<file path="src/rtl/xfer_class_decode.sv">
module xfer_class_decode #(
  parameter int BYTE_W  = 8,
  parameter int CLASS_W = 12
) (
  input  logic               clk,
  input  logic               rst_n,
  input  logic               in_valid,
  input  logic [BYTE_W-1:0]  op_first,
  input  logic [BYTE_W-1:0]  op_second,
  input  logic [BYTE_W-1:0]  modrm,
  input  logic               insn_ok,
  input  logic               src_null,
  input  logic               tgt_null,
  input  logic               src_kern,
  input  logic               tgt_kern,
  output logic               out_valid,
  output logic [CLASS_W-1:0] out_class
);

  localparam int B_USER = 0;
  localparam int B_KERN = 1;
  localparam int B_CALL = 2;
  localparam int B_RET  = 3;
  localparam int B_SYS  = 4;
  localparam int B_SRET = 5;
  localparam int B_INT  = 6;
  localparam int B_IRET = 7;
  localparam int B_JCC  = 8;
  localparam int B_JMP  = 9;
  localparam int B_IRQ  = 10;
  localparam int B_IND  = 11;

  localparam logic [CLASS_W-1:0] K_NONE = '0;
  localparam logic [CLASS_W-1:0] K_USER = CLASS_W'(1) << B_USER;
  localparam logic [CLASS_W-1:0] K_KERN = CLASS_W'(1) << B_KERN;
  localparam logic [CLASS_W-1:0] K_CALL = CLASS_W'(1) << B_CALL;
  localparam logic [CLASS_W-1:0] K_RET  = CLASS_W'(1) << B_RET;
  localparam logic [CLASS_W-1:0] K_SYS  = CLASS_W'(1) << B_SYS;
  localparam logic [CLASS_W-1:0] K_SRET = CLASS_W'(1) << B_SRET;
  localparam logic [CLASS_W-1:0] K_INT  = CLASS_W'(1) << B_INT;
  localparam logic [CLASS_W-1:0] K_IRET = CLASS_W'(1) << B_IRET;
  localparam logic [CLASS_W-1:0] K_JCC  = CLASS_W'(1) << B_JCC;
  localparam logic [CLASS_W-1:0] K_JMP  = CLASS_W'(1) << B_JMP;
  localparam logic [CLASS_W-1:0] K_IRQ  = CLASS_W'(1) << B_IRQ;
  localparam logic [CLASS_W-1:0] K_IND  = CLASS_W'(1) << B_IND;

  logic [2:0]         reg_ext;
  logic [CLASS_W-1:0] esc_kind;
  logic [CLASS_W-1:0] grp_kind;
  logic [CLASS_W-1:0] op_kind;
  logic [CLASS_W-1:0] ring_kind;
  logic [CLASS_W-1:0] next_class;
  logic               ring_entry;
  logic               blocked;

  assign reg_ext = modrm[5:3];
  wire unused_modrm = &{1'b0, modrm[7:6], modrm[2:0]};

  always_comb begin
    case (op_second) inside
      8'h05, 8'h34:   esc_kind = K_SYS;
      8'h07, 8'h35:   esc_kind = K_SRET;
      [8'h80:8'h8F]:  esc_kind = K_JCC;
      default:        esc_kind = K_NONE;
    endcase
  end

  always_comb begin
    case (reg_ext)
      3'd2, 3'd3: grp_kind = K_IND;
      3'd4, 3'd5: grp_kind = K_JMP;
      default:    grp_kind = K_NONE;
    endcase
  end

  always_comb begin
    case (op_first) inside
      8'h0F:                       op_kind = esc_kind;
      [8'h70:8'h7F], [8'hE0:8'hE3]: op_kind = K_JCC;
      8'hC2, 8'hC3, 8'hCA, 8'hCB:  op_kind = K_RET;
      8'hCF:                       op_kind = K_IRET;
      [8'hCC:8'hCE]:               op_kind = K_INT;
      8'hE8, 8'h9A:                op_kind = K_CALL;
      [8'hE9:8'hEB]:               op_kind = K_JMP;
      8'hFF:                       op_kind = grp_kind;
      default:                     op_kind = K_NONE;
    endcase
  end

  assign ring_entry = !src_kern && tgt_kern && op_kind != K_SYS && op_kind != K_INT;
  assign ring_kind  = ring_entry ? K_IRQ : op_kind;
  assign blocked    = src_null || tgt_null || !insn_ok;

  assign next_class = (blocked || ring_kind == K_NONE) ? K_NONE
                    : (ring_kind | (tgt_kern ? K_KERN : K_USER));

  always_ff @(posedge clk) begin
    if (!rst_n) begin
      out_valid <= 1'b0;
      out_class <= K_NONE;
    end else begin
      out_valid <= in_valid;
      if (in_valid) out_class <= next_class;
    end
  end

  a_r1_blocked_none: assert property (@(posedge clk) disable iff (!rst_n)
    in_valid && blocked |=> out_class == K_NONE);

  a_r6_user_to_kernel: assert property (@(posedge clk) disable iff (!rst_n)
    in_valid && !blocked && !src_kern && tgt_kern
    |=> out_class[B_IRQ] || out_class[B_SYS] || out_class[B_INT]);

  a_r7_shape: assert property (@(posedge clk) disable iff (!rst_n)
    out_valid && out_class != K_NONE
    |-> $countones(out_class[1:0]) == 1 && $countones(out_class[CLASS_W-1:2]) == 1);

  a_r7_target_priv: assert property (@(posedge clk) disable iff (!rst_n)
    in_valid && tgt_kern |=> !out_class[B_USER]);

  a_r8_valid_follows: assert property (@(posedge clk) disable iff (!rst_n)
    in_valid |=> out_valid);

  a_r8_idle_drop: assert property (@(posedge clk) disable iff (!rst_n)
    !in_valid |=> !out_valid && $stable(out_class));

endmodule

</file>
<file path="config.mk">
export PLATFORM = sky130hd
export DESIGN_NAME = xfer_class_decode
export DESIGN_NICKNAME = d
export VERILOG_FILES = /design/src/rtl/xfer_class_decode.sv
export SDC_FILE = /design/constraint.sdc
export NUM_CORES = 1
export LEC_CHECK = 0
export BUFFER_PORTS_ARGS = -buffer_cell sky130_fd_sc_hd__buf_2
export CELL_PAD_IN_SITES_DETAIL_PLACEMENT = 0
export CELL_PAD_IN_SITES_GLOBAL_PLACEMENT = 1
export CORE_MARGIN = 2
export CORE_UTILIZATION = 33
export CTS_CLUSTER_DIAMETER = 150
export CTS_CLUSTER_SIZE = 28
export DETAILED_ROUTE_END_ITERATION = 10
export GPL_ROUTABILITY_DRIVEN = 0
export HOLD_SLACK_MARGIN = 0.12
export PLACE_DENSITY = 0.81
export SLEW_MARGIN = 20
export SYNTH_ARGS = -nofsm -noshare
export SYNTH_HDL_FRONTEND = slang
export SYNTH_SLANG_ARGS = --single-unit
export TNS_END_PERCENT = 20
</file>
<file path="constraint.sdc">
create_clock -name clk -period 3.6 [get_ports clk]
set_input_delay 0.18 -clock clk [delete_from_list [all_inputs] [get_ports clk]]
set_output_delay 0.18 -clock clk [all_outputs]
set_load 0.02 [all_outputs]
</file>
==> metrics.txt, run 1 <==
Hold Violations, Final=0; fillers=246; Overall Power=283 uW; placed instance area=1060 um2; detailed-route vias per instance=5.30; final setup fails=0; GRT busiest layer=met2; leakage=0.457 nW; Fin Hold WS=0.229 ns; Startpoint Class=input port; hold path cells=2; Clock Power Share=0.311; Hold/Removal Path Class=input port to flip-flop; final worst path period need=1.66 ns; CTS tree=yes; worst reg2reg setup slack=2.88 ns; met3 GRT Util=0.0349; Port-buffer cells=38; largest net degree at the start of global routing=15; Final nets=170; Final Instance Count excl. Fillers=167; sequential element share of the synthesized area=0.305; Yosys warning total=0; Slowest cell on crit path=or4_4; Comb pwr share=0.177; CP Class=input port to flip-flop; Worst Path Required=3.82 ns; Int Power=210 uW; RSZ-0062 raised after global routing=no; GR Util All Layers=0.149; clock sinks=13; P&R area growth vs syn=27.8%; Initial Util=0.348; antenna cells=0; Switch Pwr=72.9 uW; GRT overflow=0; CTS Buffer Depth=2; die span in y=54.9 um; ys async rst share=0; DRC viols=0; Crit Path Max Fanout=8; TNS Setup=0 ns; dpl hpwl=1710 um; WP data arrival=1.87 ns; insertion delay to the later sink of the worst-skew pair=0.27 ns; final slew viol count=0; drt pass-1 iters=4; share of layout cells above drive strength 1=0.365; CTS buffer count=3; slowest stage delay, CP=0.57 ns; post-synthesis register bit count=13; die area=3010 um2; maximum vdd drop=224 uV; f_max=604 MHz; Slew @ Worst Pin=0.826 ns; antenna-violating nets left=0; MaxCap Viol Count=0; cells on worst reg2reg path=4; hold path start=in_valid; chip width=54.9 um; Sw Share=0.258; placed cells=162; CP endpoint kind=flip-flop; met1 GRT Util=0.190; max_slew headroom=0.442; status=complete, no violations; row count=18; syn_area_per_cell=8.72 um2; Post-Layout Inst Area=1090 um2; Synth cell types=43; Core ar.=2450 um2; vias in the first global route=790; sequential share of power=0.512; CP Cell Sequence=buf_2, or4_4, nor4_4, a211oi_2, nor4b_1, o21a_1; RR Endpoint=out_class[1]; Cells after Synth=98; r2r startpoint=out_class[1]; most common cell after layout, fill and taps aside=buf_2; Global Route met2 Usage=0.254; Hold Crit Endpoint=out_class[0]; initial antenna violation count=0; Synth Flop Type=dfxtp_1; power per cell area=259 nW/um2; syn_nets=130; Total Routed Length=2100 um; most frequent cells in the layout=38 x buf_2, 13 x dfxtp_1, 10 x nor2b_1; Ports=45; post-DR wirelength/cell=12.6 um; H-tree levels=1; Worst-path clk slew=0.08 ns; DRT iter0 DRCs=18; post-synthesis cell area=855 um2; Layout Skew=0 ns; clock root buffer=clkbuf_4; period utilisation layout=0.460; first-pass GRT wire length=3320 um; Vias=885; number of synthesized flops with an enable pin=0
==> worst max path at each step <==
stage / startpoint / end / slack [ns] / depth (start not counted)
after global placement: op_first[5] / out_class[5] / 1.69 / 6
final: op_first[5] / out_class[5] / 1.94 / 6
after detailed placement: op_first[5] / out_class[7] / 1.68 / 6
after floorplan: op_first[4] / out_class[5] / 1.94 / 6
after CTS: op_first[5] / out_class[5] / 1.97 / 6
after global routing: src_kern / out_class[2] / 1.87 / 6
==> cells in the mapped netlist, drive strengths merged (4+ instances only) <==
master / number / area share
and2: 4 / 0.029
nor2: 4 / 0.018
nor4bb: 4 / 0.047
inv: 4 / 0.018
nor2b: 10 / 0.073
nand2: 8 / 0.035
dfxtp: 13 / 0.30
==> logic make-up (layout without fill, tap and decap cells) <==
logic type             count (synthesis)  count (layout)  share of synthesized area
AO/OA/AOI/OAI                         23              23                      0.208
buffers and inverters                  8              47                     0.0483
flip-flops                            13              13                      0.305
AND/OR/NAND/NOR                       54              54                      0.439
==> sequential cells by signal (all words and copies together) (netlist names) <==
register   flops
out_class     12
out_valid      1
==> critical path, delay by kind of cell <==
kind / cells / cell delay, ns
simple gates: 3 / 1.20
compound gates: 2 / 0.34
buf+inv: 1 / 0.15
==> metrics by stage <==
stage                     setup slack, ns   util
after floorplan                      1.94      -
after global placement               1.69  0.430
after detailed placement             1.68  0.430
after CTS                            1.97  0.445
after global routing                 1.87  0.445
final                                1.94  0.445
==> repair_timing <==
item                       4_1_cts  5_1_grt
hold endpoints to repair         1        0
hold buffers                     1        0
gates resized for setup          0        0
setup endpoints to repair        0        0
buffers inserted                 0        0
==> routing by layer <==
| layer | wire length (um) | part of all wire | up-vias |
|---|---|---|---|
| met5 | 0 | 0 | - |
| met4 | 0 | 0 | 0 |
| met3 | 121 | 0.058 | 0 |
| met2 | 986 | 0.47 | 28 |
| met1 | 995 | 0.47 | 400 |
| li1 | - | - | 457 |
==> cell type report <==
class / count / area (um2) / share of cell area
Inverter: 4 / 15.0 / 0.0137
Tap cell: 30 / 37.5 / 0.0344
Sequential cell: 13 / 260 / 0.238
Timing Repair Buffer: 39 / 200 / 0.183
Clock buffer: 4 / 26.3 / 0.0241
Multi-Input combinational cell: 77 / 553 / 0.506
==> power groups by stage <==
| stage | Clock [mW] | Combinational, mW | Sequential (mW) |
|---|---|---|---|
| after floorplan | 0 | 0.0240 | 0.149 |
| after global placement | 0 | 0.0481 | 0.148 |
| after detailed placement | 0 | 0.0494 | 0.148 |
| after CTS | 0.0924 | 0.0503 | 0.145 |
| after global routing | 0.0967 | 0.0563 | 0.145 |
| final | 0.0880 | 0.0502 | 0.145 |
No activity file was read; power rests on OpenSTA's default activity.
==> inputs of run 2 (changes only) <==
--- a/config.mk
+++ b/config.mk
@@ -9,13 +9,13 @@
 export CELL_PAD_IN_SITES_DETAIL_PLACEMENT = 0
 export CELL_PAD_IN_SITES_GLOBAL_PLACEMENT = 1
 export CORE_MARGIN = 2
-export CORE_UTILIZATION = 33
+export CORE_UTILIZATION = 31
 export CTS_CLUSTER_DIAMETER = 150
 export CTS_CLUSTER_SIZE = 28
 export DETAILED_ROUTE_END_ITERATION = 10
 export GPL_ROUTABILITY_DRIVEN = 0
 export HOLD_SLACK_MARGIN = 0.12
-export PLACE_DENSITY = 0.81
+export PLACE_DENSITY = 0.76
 export SLEW_MARGIN = 20
 export SYNTH_ARGS = -nofsm -noshare
 export SYNTH_HDL_FRONTEND = slang
==> constraint.sdc (replaced) <==
create_clock -name clk -period 1.73 [get_ports clk]
set_input_delay 0.0865 -clock clk [delete_from_list [all_inputs] [get_ports clk]]
set_output_delay 0.0865 -clock clk [all_outputs]
set_load 0.02 [all_outputs]
==> run 2 against run 1 <==
Core utilization is 0.62 points lower. Register-to-register slack worse by 1.9 ns. Worst hold slack worse by 0.098 ns. Global-route usage is 0.55 points lower. Setup slack worse by 1.7 ns. Largest power group unchanged. Clock power is 110% higher. Combinational power increased by 140%. Cell count up 7.2%. Via count up 4.9%. Clock skew did not move.
==> metrics.txt, run 2 (same netlist as run 1, synthesis figures left out) <==
detailed-route vias per instance=5.18 (-2.2%); placed cells=173 (+6.8%); antenna cells=0 (unchanged); Largest register FFs=12 (unchanged); TNS Setup=0 ns (unchanged); Largest Register=out_class; antenna-violating nets left=0 (unchanged); critical path startpoint=src_kern; die area=3190 um2 (+6.0%); Post-CTS Resized=0 (unchanged); share of layout cells above drive strength 1=0.405 (+0.0404); worst reg2reg setup slack=1.01 ns (-1.87 ns); met2 wire length=1020 um (+3.5%); DR WL met3=90 um (-26%); status=complete, no violations; Final nets=181 (+6.5%); Clock Power Share=0.308 (-0.003); WP data arrival=1.68 ns (-0.19 ns); final slew viol count=0 (unchanged); RR Endpoint=out_class[5]; DRT iter0 DRCs=28 (+10); CTS Buffer Depth=2 (unchanged); most frequent cells in the layout=38 x buf_2, 13 x dfxtp_1, 10 x nor2b_1, 10 x buf_4, 8 x nand2_1; Slew @ Worst Pin=0.483 ns (-0.343 ns); CTS tree=yes; dpl hpwl=1780 um (+4.7%); power per cell area=515 nW/um2 (+99%); CP Class=input port to flip-flop; final worst path period need=1.51 ns; cells on worst reg2reg path=2 (-2); Hold Violations, Final=0 (unchanged); Hold/Removal Path Class=input port to flip-flop; post-layout util=0.439 (-0.00620); cell family with most CP delay=buffers and inverters; initial antenna violation count=0 (unchanged); sequential share of power=0.496 (-0.016); P&R area growth vs syn=37.9%; Initial Util=0.318 (-0.0300); CP endpoint kind=flip-flop; chip width=56.5 um (+2.9%); vias in the first global route=892 (+13%); DRC viols=0 (unchanged); period utilisation layout=0.872; clock sinks=13 (unchanged); row count=19 (+1); post-DR wirelength/cell=12.2 um (-2.8%); Core ar.=2690 um2 (+9.4%); Worst-path clk slew=0.08 ns (about the same); first-pass GRT wire length=3730 um (+12%); Fin Hold WS=0.131 ns (-0.0976 ns); clock root buffer=clkbuf_4; die span in y=56.5 um (+2.9%); maximum vdd drop=448 uV (+100%); Switch Pwr=158 uW (+120%); Total Routed Length=2190 um (+4.2%); insertion delay to the later sink of the worst-skew pair=0.28 ns (about the same); met1 WL=1070 um (+7.3%); most common cell after layout, fill and taps aside=buf_2; Critical Path Stages=6 (unchanged); Vias=928 (+4.9%); GR Util All Layers=0.144 (-0.00550); Critical Path End=out_class[3]; placed instance area=1130 um2 (+7.2%); Port-buffer cells=38 (unchanged); Slowest cell on crit path=dlygate4sd3_1; Worst Path Required=1.90 ns (-1.92 ns); Int Power=450 uW (+110%); CTS buffer count=3 (unchanged); RSZ-0062 raised after global routing=no; largest net degree at the start of global routing=15 (unchanged); max_slew headroom=0.675 (+0.233); Comb pwr share=0.196 (+0.019); final setup fails=0 (unchanged); CP bufs+invs=2 (+1); leakage=0.510 nW (+12%); Startpoint Class=input port; top flop regs=out_class (12), out_valid (1); r2r startpoint=out_class[5]; H-tree levels=1 (unchanged); f_max=663 MHz; CP Cell Sequence=dlygate4sd3_1, buf_2, nand2b_1, a211oi_2, o32ai_1, and2_1; Final Instance Count excl. Fillers=179 (+7.2%); Ports=45 (unchanged); DR top layer=met4; MaxCap Viol Count=0 (unchanged); Post-Layout Inst Area=1180 um2 (+7.9%); drt pass-1 iters=4 (unchanged); Crit Path Max Fanout=7 (-1); GRT overflow=0 (unchanged); Layout Skew=0 ns (unchanged); slowest stage delay, CP=0.53 ns (-0.04 ns); Sw Share=0.260 (+0.00203)
[run 2: cell count changes in the layout (fill, tap and decap cells not counted)]
cell	previous run	this run
buf_4	0	10
dlygate4sd3_1	1	2
[run 2: metal layers]
layer  up-vias  global-route usage
met5         -                   0
met4         0              0.0476
met3         2              0.0369
met2        21               0.219
met1       429               0.197
li1        476                   -
[run 2: how the worst min path moves through the flow]
| stage | start | end | depth (start not counted) |
|---|---|---|---|
| 2_1_floorplan | src_kern | out_class[1] | 1 |
| 3_3_place_gp | src_kern | out_class[1] | 2 |
| 3_5_place_dp | src_kern | out_class[1] | 2 |
| 4_1_cts | rst_n | out_class[1] | 3 |
| 5_1_grt | rst_n | out_class[7] | 2 |
| 6_report | rst_n | out_class[1] | 3 |
[run 2: layout make-up]
class	count	area, um2
fillers	296	1510
inverters	4	15.0
repair buffers	50	285
multi-input cells	77	553
flip-flops and latches	13	260
clock buffers	4	26.3
well taps	31	38.8
[run 2: stage by stage]
stage,power (mW),setup slack [ns]
global route,0.642,0.155
floorplan,0.361,0.165
detailed placement,0.425,-0.0202
global placement,0.422,0.0115
finish,0.607,0.221
CTS,0.618,0.219
[run 2: worst min-delay path: stages]
cell	delay, ns
buf_2	0.17
nand2_1	0.08
a31oi_1	0.04
[run 2: power by group through the flow]
stage,sequential (mW),clock (mW),combinational (mW)
after floorplan,0.311,0,0.0500
final,0.301,0.187,0.119
after global routing,0.302,0.208,0.133
after CTS,0.301,0.196,0.120
after detailed placement,0.308,0,0.116
after global placement,0.308,0,0.114
[run 2: repair_timing]
item	CTS	global route
hold buffers	2	0
setup endpoints to repair	0	0
endpoints found under the hold margin	2	0
setup buffers	0	0
